[src/rtl/mrb_pkg.sv]
package mrb_pkg;
   function automatic int idx_width(input int n);
      return (n > 1) ? $clog2(n) : 1;
   endfunction
endpackage

[src/rtl/mrb_addr_match.sv]
module mrb_addr_match #(
   parameter int DEPTH  = 4,
   parameter int ADDR_W = 8
) (
   input  logic [DEPTH-1:0][ADDR_W-1:0] tab,
   input  logic [ADDR_W-1:0]            key,
   input  logic [DEPTH-1:0]             mask,
   output logic [DEPTH-1:0]             hit
);
   for (genvar g = 0; g < DEPTH; g++) begin : g_cmp
      assign hit[g] = mask[g] && (tab[g] == key);
   end
endmodule

[src/rtl/mrb_age_order.sv]
module mrb_age_order #(
   parameter int DEPTH = 4
) (
   input  logic                                  clk,
   input  logic                                  rst,
   input  logic                                  alloc_en,
   input  logic [mrb_pkg::idx_width(DEPTH)-1:0]  alloc_idx,
   input  logic [DEPTH-1:0]                      cand,
   output logic [DEPTH-1:0]                      grant
);
   // older_q[a][b] set: slot a was allocated before slot b
   logic [DEPTH-1:0][DEPTH-1:0] older_q;

   always_ff @(posedge clk) begin
      if (rst) begin
         older_q <= '0;
      end else if (alloc_en) begin
         for (int j = 0; j < DEPTH; j++) begin
            older_q[alloc_idx][j] <= 1'b0;
            if (j != int'(alloc_idx)) older_q[j][alloc_idx] <= 1'b1;
         end
      end
   end

   always_comb begin
      for (int i = 0; i < DEPTH; i++) begin
         logic beaten;
         beaten = 1'b0;
         for (int j = 0; j < DEPTH; j++)
            if (j != i && cand[j] && older_q[j][i]) beaten = 1'b1;
         grant[i] = cand[i] && !beaten;
      end
   end
endmodule

[src/rtl/mrb_idx_fifo.sv]
module mrb_idx_fifo #(
   parameter int DEPTH = 4
) (
   input  logic                                  clk,
   input  logic                                  rst,
   input  logic                                  push,
   input  logic [mrb_pkg::idx_width(DEPTH)-1:0]  push_idx,
   input  logic                                  pop,
   output logic [mrb_pkg::idx_width(DEPTH)-1:0]  head_idx,
   output logic                                  not_empty
);
   localparam int IW = mrb_pkg::idx_width(DEPTH);
   localparam int CW = $clog2(DEPTH + 1);

   logic [IW-1:0] slot_q [DEPTH];
   logic [IW-1:0] wr_q, rd_q;
   logic [CW-1:0] cnt_q;

   function automatic logic [IW-1:0] bump(input logic [IW-1:0] p);
      return (p == IW'(DEPTH - 1)) ? '0 : p + 1'b1;
   endfunction

   assign head_idx  = slot_q[rd_q];
   assign not_empty = (cnt_q != '0);

   always_ff @(posedge clk) begin
      if (rst) begin
         wr_q  <= '0;
         rd_q  <= '0;
         cnt_q <= '0;
         for (int i = 0; i < DEPTH; i++) slot_q[i] <= '0;
      end else begin
         if (push) begin
            slot_q[wr_q] <= push_idx;
            wr_q         <= bump(wr_q);
         end
         if (pop) rd_q <= bump(rd_q);
         if (push && !pop)      cnt_q <= cnt_q + 1'b1;
         else if (pop && !push) cnt_q <= cnt_q - 1'b1;
      end
   end
endmodule

[src/rtl/miss_resv_buf.sv]
module miss_resv_buf #(
   parameter int DEPTH      = 4,
   parameter int ALMOST_GAP = 1,
   parameter int ADDR_W     = 8,
   parameter int WSEL_W     = 2,
   parameter int WORD_W     = 32,
   parameter int TID_W      = 2,
   parameter int TAG_W      = 6,
   parameter int BE_W       = 4
) (
   input  logic              clk,
   input  logic              rst,
   input  logic              enq_valid,
   input  logic              enq_replay,
   input  logic              enq_is_ready,
   input  logic [ADDR_W-1:0] enq_addr,
   input  logic [WSEL_W-1:0] enq_wsel,
   input  logic [WORD_W-1:0] enq_data,
   input  logic [TID_W-1:0]  enq_tid,
   input  logic [TAG_W-1:0]  enq_tag,
   input  logic              enq_wr,
   input  logic [BE_W-1:0]   enq_byteen,
   input  logic              enq_snoop,
   input  logic              enq_snoop_inv,
   output logic              full,
   output logic              almost_full,
   input  logic              fill_valid,
   input  logic [ADDR_W-1:0] fill_addr,
   input  logic [ADDR_W-1:0] look_addr,
   output logic              hazard,
   input  logic              sched,
   output logic              out_valid,
   output logic [ADDR_W-1:0] out_addr,
   output logic [WSEL_W-1:0] out_wsel,
   output logic [WORD_W-1:0] out_data,
   output logic [TID_W-1:0]  out_tid,
   output logic [TAG_W-1:0]  out_tag,
   output logic              out_wr,
   output logic [BE_W-1:0]   out_byteen,
   output logic              out_snoop,
   output logic              out_snoop_inv,
   input  logic              retire
);
   localparam int IW = mrb_pkg::idx_width(DEPTH);
   localparam int CW = $clog2(DEPTH + 1);

   if (DEPTH < 2) begin : g_bad_depth
      $error("miss_resv_buf: DEPTH must be at least 2");
   end
   if (ALMOST_GAP < 0 || ALMOST_GAP >= DEPTH) begin : g_bad_gap
      $error("miss_resv_buf: ALMOST_GAP must lie in 0..DEPTH-1");
   end

   typedef struct packed {
      logic [ADDR_W-1:0] addr;
      logic [WSEL_W-1:0] wsel;
      logic [WORD_W-1:0] data;
      logic [TID_W-1:0]  tid;
      logic [TAG_W-1:0]  tag;
      logic              wr;
      logic [BE_W-1:0]   byteen;
      logic              snoop;
      logic              snoop_inv;
   } slot_t;

   slot_t            ent_q [DEPTH];
   logic [DEPTH-1:0] used_q, elig_q, infl_q;

   logic [DEPTH-1:0][ADDR_W-1:0] addr_tab;
   logic [DEPTH-1:0] fill_hit, look_hit, cand, grant;
   logic [IW-1:0]    sel_idx, free_idx, head_idx;
   logic [CW-1:0]    occ;
   logic             fifo_ne, do_sched, do_free, do_repark, do_alloc, new_same_line;
   slot_t            new_ent;

   always_comb begin
      for (int i = 0; i < DEPTH; i++) addr_tab[i] = ent_q[i].addr;
   end

   mrb_addr_match #(.DEPTH(DEPTH), .ADDR_W(ADDR_W)) u_fill_cmp (
      .tab(addr_tab), .key(fill_addr), .mask(used_q & {DEPTH{fill_valid}}), .hit(fill_hit));

   mrb_addr_match #(.DEPTH(DEPTH), .ADDR_W(ADDR_W)) u_look_cmp (
      .tab(addr_tab), .key(look_addr), .mask(used_q), .hit(look_hit));

   assign cand = used_q & elig_q & ~infl_q;

   mrb_age_order #(.DEPTH(DEPTH)) u_age (
      .clk(clk), .rst(rst), .alloc_en(do_alloc), .alloc_idx(free_idx),
      .cand(cand), .grant(grant));

   mrb_idx_fifo #(.DEPTH(DEPTH)) u_inflight (
      .clk(clk), .rst(rst), .push(do_sched), .push_idx(sel_idx),
      .pop(do_free || do_repark), .head_idx(head_idx), .not_empty(fifo_ne));

   always_comb begin
      sel_idx  = '0;
      free_idx = '0;
      occ      = '0;
      for (int i = 0; i < DEPTH; i++) begin
         if (grant[i]) sel_idx = sel_idx | IW'(i);
         occ = occ + CW'(used_q[i]);
      end
      for (int i = DEPTH - 1; i >= 0; i--)
         if (!used_q[i]) free_idx = IW'(i);
   end

   assign full        = (occ == CW'(DEPTH));
   assign almost_full = (occ >= CW'(DEPTH - ALMOST_GAP));
   assign hazard      = |look_hit;
   assign out_valid   = |cand;

   assign {out_addr, out_wsel, out_data, out_tid, out_tag, out_wr,
           out_byteen, out_snoop, out_snoop_inv} = ent_q[sel_idx];

   assign do_sched      = sched && out_valid;
   assign do_free       = retire && fifo_ne;
   assign do_repark     = enq_valid && enq_replay && fifo_ne && !retire;
   assign do_alloc      = enq_valid && !enq_replay && !full;
   assign new_same_line = fill_valid && (fill_addr == enq_addr);
   assign new_ent       = '{enq_addr, enq_wsel, enq_data, enq_tid, enq_tag,
                            enq_wr, enq_byteen, enq_snoop, enq_snoop_inv};

   always_ff @(posedge clk) begin
      if (rst) begin
         used_q <= '0;
         elig_q <= '0;
         infl_q <= '0;
         for (int i = 0; i < DEPTH; i++) ent_q[i] <= '0;
      end else begin
         for (int i = 0; i < DEPTH; i++) begin
            if (fill_hit[i]) elig_q[i] <= 1'b1;
            if (do_sched && sel_idx == IW'(i)) infl_q[i] <= 1'b1;
            if (do_repark && head_idx == IW'(i)) begin
               infl_q[i] <= 1'b0;
               elig_q[i] <= enq_is_ready || fill_hit[i];
            end
            if (do_free && head_idx == IW'(i)) begin
               used_q[i] <= 1'b0;
               elig_q[i] <= 1'b0;
               infl_q[i] <= 1'b0;
            end
            if (do_alloc && free_idx == IW'(i)) begin
               used_q[i] <= 1'b1;
               elig_q[i] <= enq_is_ready || new_same_line;
               infl_q[i] <= 1'b0;
               ent_q[i]  <= new_ent;
            end
         end
      end
   end
endmodule

[config.mk]
export PLATFORM = sky130hd
export DESIGN_NAME = miss_resv_buf
export DESIGN_NICKNAME = d
export VERILOG_FILES = /design/src/rtl/mrb_pkg.sv /design/src/rtl/mrb_addr_match.sv /design/src/rtl/mrb_age_order.sv /design/src/rtl/mrb_idx_fifo.sv /design/src/rtl/miss_resv_buf.sv
export SDC_FILE = /design/constraint.sdc
export NUM_CORES = 1
export LEC_CHECK = 0
export BUFFER_PORTS_ARGS = -buffer_cell sky130_fd_sc_hd__buf_4
export CORE_UTILIZATION = 50
export CTS_BUF_LIST = sky130_fd_sc_hd__clkbuf_8
export DETAILED_ROUTE_END_ITERATION = 8
export GPL_TIMING_DRIVEN = 0
export HOLD_SLACK_MARGIN = 0.1
export PLACE_DENSITY_LB_ADDON = 0.05
export SETUP_SLACK_MARGIN = 0.5
export SLEW_MARGIN = 20
export SYNTH_ARGS = -nofsm -noshare
export SYNTH_HDL_FRONTEND = slang
export SYNTH_SLANG_ARGS = --single-unit
[constraint.sdc]
create_clock -name clk -period 6.8 [get_ports clk]
set_input_delay 1.7 -clock clk [delete_from_list [all_inputs] [get_ports clk]]
set_output_delay 1.7 -clock clk [all_outputs]
set_load 0.02 [all_outputs]
==> results by group <==
Global route
  • Total GRT Usage: 27.8%
  • Global-route wire length before repair: 53100 um
  • Pin count of the biggest net entering global routing: 48
  • Vias in the first global route: 8868
  • Antenna violations before repair: 1
  • Grt ovf: 0

Drt
  • Avg WL per Cell: 22.9 um
  • Via/cell ratio: 5.76
  • Via count of the routed design: 8956
  • Drt drc: 0
  • WL met3: 2630 um
  • Drt pass-1 iters: 6
  • Initial DRC count: 871
  • Top sig layer: met5
  • Antenna Nets Post-Route: 0
  • DRT Wirelength: 35600 um
  • Met1 wire length: 15700 um
  • Met2 wire length: 16600 um

Timing
  • Clock Skew: 0.00912 ns
  • PnR worst setup slack: 1.68 ns
  • Final period util: 75.3%
  • Slew margin rel.: 47.1%
  • Fin crit period: 5.12 ns
  • Setup TNS: 0 ns
  • Fin. max-slew vios: 0
  • Fin Hold WS: 0.463 ns
  • # setup viols final: 0
  • Final Hold Fails: 0
  • RSZ-0062 raised after global routing: false
  • Maximum clock rate: 0.195 GHz
  • Worst Tran Pin Value: 0.794 ns

Logic synthesis
  • Syn Inst Count: 1016
  • Net Count, Synth: 1104
  • Synthesized area: 12600 sq um
  • Synth top area share: 56.5%
  • Synth unique cells: 62
  • Commonest cells post-synth: edfxtp_1, and2_1, a22oi_1, and3_1, clkbuf_1
  • Area leader, netlist: edfxtp_1
  • Largest family of logic cells by synthesized area: simple AND/OR/NAND/NOR gates
  • Adder-cell share of the synthesized area: 0.817%
  • Synth area leaders: edfxtp_1, and2_1, a22oi_1
  • Asr flop ratio synth: 0%
  • Primary FF master, synth: edfxtp_1
  • Flops & latches, synth: 266
  • Number of synthesized flops with an enable pin: 236
  • Multiplexer area fraction after synthesis: 1.14%
  • Syn_area_per_cell: 12.4 sq um
  • Yosys warns: 0
  • Seq/Total Area, Yosys: 61.2%
  • XOR/XNOR share of the synthesized area: 5.16%
  • Synth Area in Compound Gates: 10.5%
  • Area fraction in and, or, nand and nor cells after synthesis: 18.4%
  • Most common cell in the netlist: edfxtp_1

Critical path
  • Crit path cell chain: buf_4 > nand4b_1 > and4_1 > buf_2 > nor2_2 > clkbuf_1 > a22oi_1 > o21ai_0 > buf_4
  • Critical Path Sink Type: output port
  • Largest stage delay on the critical path: 0.60 ns
  • Buf/Inv on CP: 4
  • CP arrival: 3.42 ns
  • CP max-delay cell: clkbuf_1
  • CP Class: flip-flop to output port
  • R2R Setup Slk: 2.42 ns
  • Worst setup SP type: flip-flop
  • CP max FO: 10
  • Critical Path RT: 5.10 ns
  • Most Frequent Cell on Critical Path: buf_4
  • Delay-heaviest family, CP: buffers and inverters

Floorplanning
  • Die height: 160 um
  • I/O pin count: 142
  • Die area: 25700 sq um
  • Core Area: 24500 sq um
  • Starting density of the core: 51.3%
  • Die X: 160 um
  • FP Rows: 57

Final layout
  • Multi-input logic area: 4540 sq um
  • Fill cell count: 2047
  • Area Growth Syn to Fin: 18.3%
  • Share of cells above drive strength 1: 19.1%
  • Layout Cells excl Fill: 1554
  • # nets final: 1285
  • Sequential Area: 7690 sq um
  • Final Cell Area: 14800 sq um

Clock network
  • CTS root buf: clkbuf_8
  • TritonCTS clock tree: yes
  • CTS buffer count: 44
  • CTS clock-pin slew for the worst setup and hold paths: 0.06 ns
  • Worst skew pair latency: 0.54 ns
  • Setup Buffers After CTS: 0
  • H-tree depth: 2
  • Post-CTS Resized: 0
  • CTS Sinks: 266
  • CTS Hold Bufs: 0
  • Clk buf depth: 3

Min path
  • Min-delay worst type: flip-flop to flip-flop

Pwr
  • Logic gate share of total power: 10.8%
  • Clk network pwr share: 35.6%
  • Pwr dens: 239 nW/um^2
  • Leakage Power: 0.00590 uW
  • Sequential share of power: 53.6%
  • Int Pwr: 2660 uW
  • Switching fraction of total power: 25.0%
  • Switching pwr: 889 uW
  • Max VDD drop: 160 uV

Placement
  • Placed insts: 1475
  • DP Worst Slack: 2.00 ns
  • # port buffers: 131
  • Post-DP HPWL: 23700 um
  • Placer Congestion: 0.948
  • DP Area: 14100 sq um

Flow run
  • Max cap viols: 0

Outcome
  • Run status: completed
-- placed cells by master, fill, tap and decap left out, drive strengths merged, types with 3 or more instances in the layout --
master and instances:
nand2 43, a21oi 16, clkinv 4, or3 3
inv 34, clkbuf 99, and3 60, mux2i 3
nor4 11, clkinvlp 3, xnor2 39, a22oi 102
o21ai 43, nand4 9, nor3 14, and3b 4
o21a 3, a32oi 6, edfxtp 236, mux2 6
and2 172, xor2 35, nand3 9, dfxtp 30
buf 155, nand4b 8, nor2 33, nor2b 4
ha 5, nand2b 5
-- sequential cells by signal, summed over array words and instances, names as in the netlist, named ones only --
name	count
u_inflight.wr_q	2
infl_q	4
u_age.older_q	3
u_inflight.rd_q	2
used_q	4
u_inflight.cnt_q	3
ent_q	228
elig_q	4
u_inflight.slot_q	8
-- cells by family (layout without fill, tap and decap cells) --
logic type	after synthesis	count (layout)
simple gates	385	385
flops	266	266
compound gates	191	191
buf+inv	82	295
xor+xnor	74	74
mux	11	11
fa+ha+maj	7	7
other cells	0	1
-- power groups by stage --
| stage | Clock (uW) | Combinational, uW | Sequential, uW |
|---|---|---|---|
| after floorplan | 0 | 218 | 1930 |
| after global placement | 0 | 370 | 1940 |
| after detailed placement | 0 | 383 | 1930 |
| after CTS | 1280 | 385 | 1900 |
| after global routing | 1350 | 413 | 1910 |
| final | 1260 | 384 | 1900 |
-- cell type report --
cell class,instances,share of cell area [%]
multi-input cells,668,30.6
repair buffers,135,7.27
clock inverters,30,0.834
diodes,1,0.0169
inverters,11,0.329
flip-flops and latches,266,51.8
plain buffers,71,2.01
clock buffers,48,4.45
well taps,324,2.73
-- stage by stage --
stage                     util (%)  power [uW]
after detailed placement      57.4        2320
after global routing          60.7        3680
after floorplan                  -        2140
after global placement        57.0        2310
final                         60.7        3550
after CTS                     60.7        3570
-- final timing paths --
check,start,endpoint,cells past startpoint
worst max-delay path,used_q[0],out_data[17],9
worst min-delay path,u_age.older_q[9],u_age.older_q[9],1
worst max register to register,used_q[3],ent_q[1][19],11
worst min register to register,u_age.older_q[9],u_age.older_q[9],1
-- per-layer routing --
layer | up-vias | global-route usage, %
met3 | 58 | 4.03
met2 | 360 | 44.4
li1 | 4130 | -
met4 | 2 | 7.79
met1 | 4406 | 39.8
met5 | - | 0
Note: power is estimated with default switching activity, not from simulation.
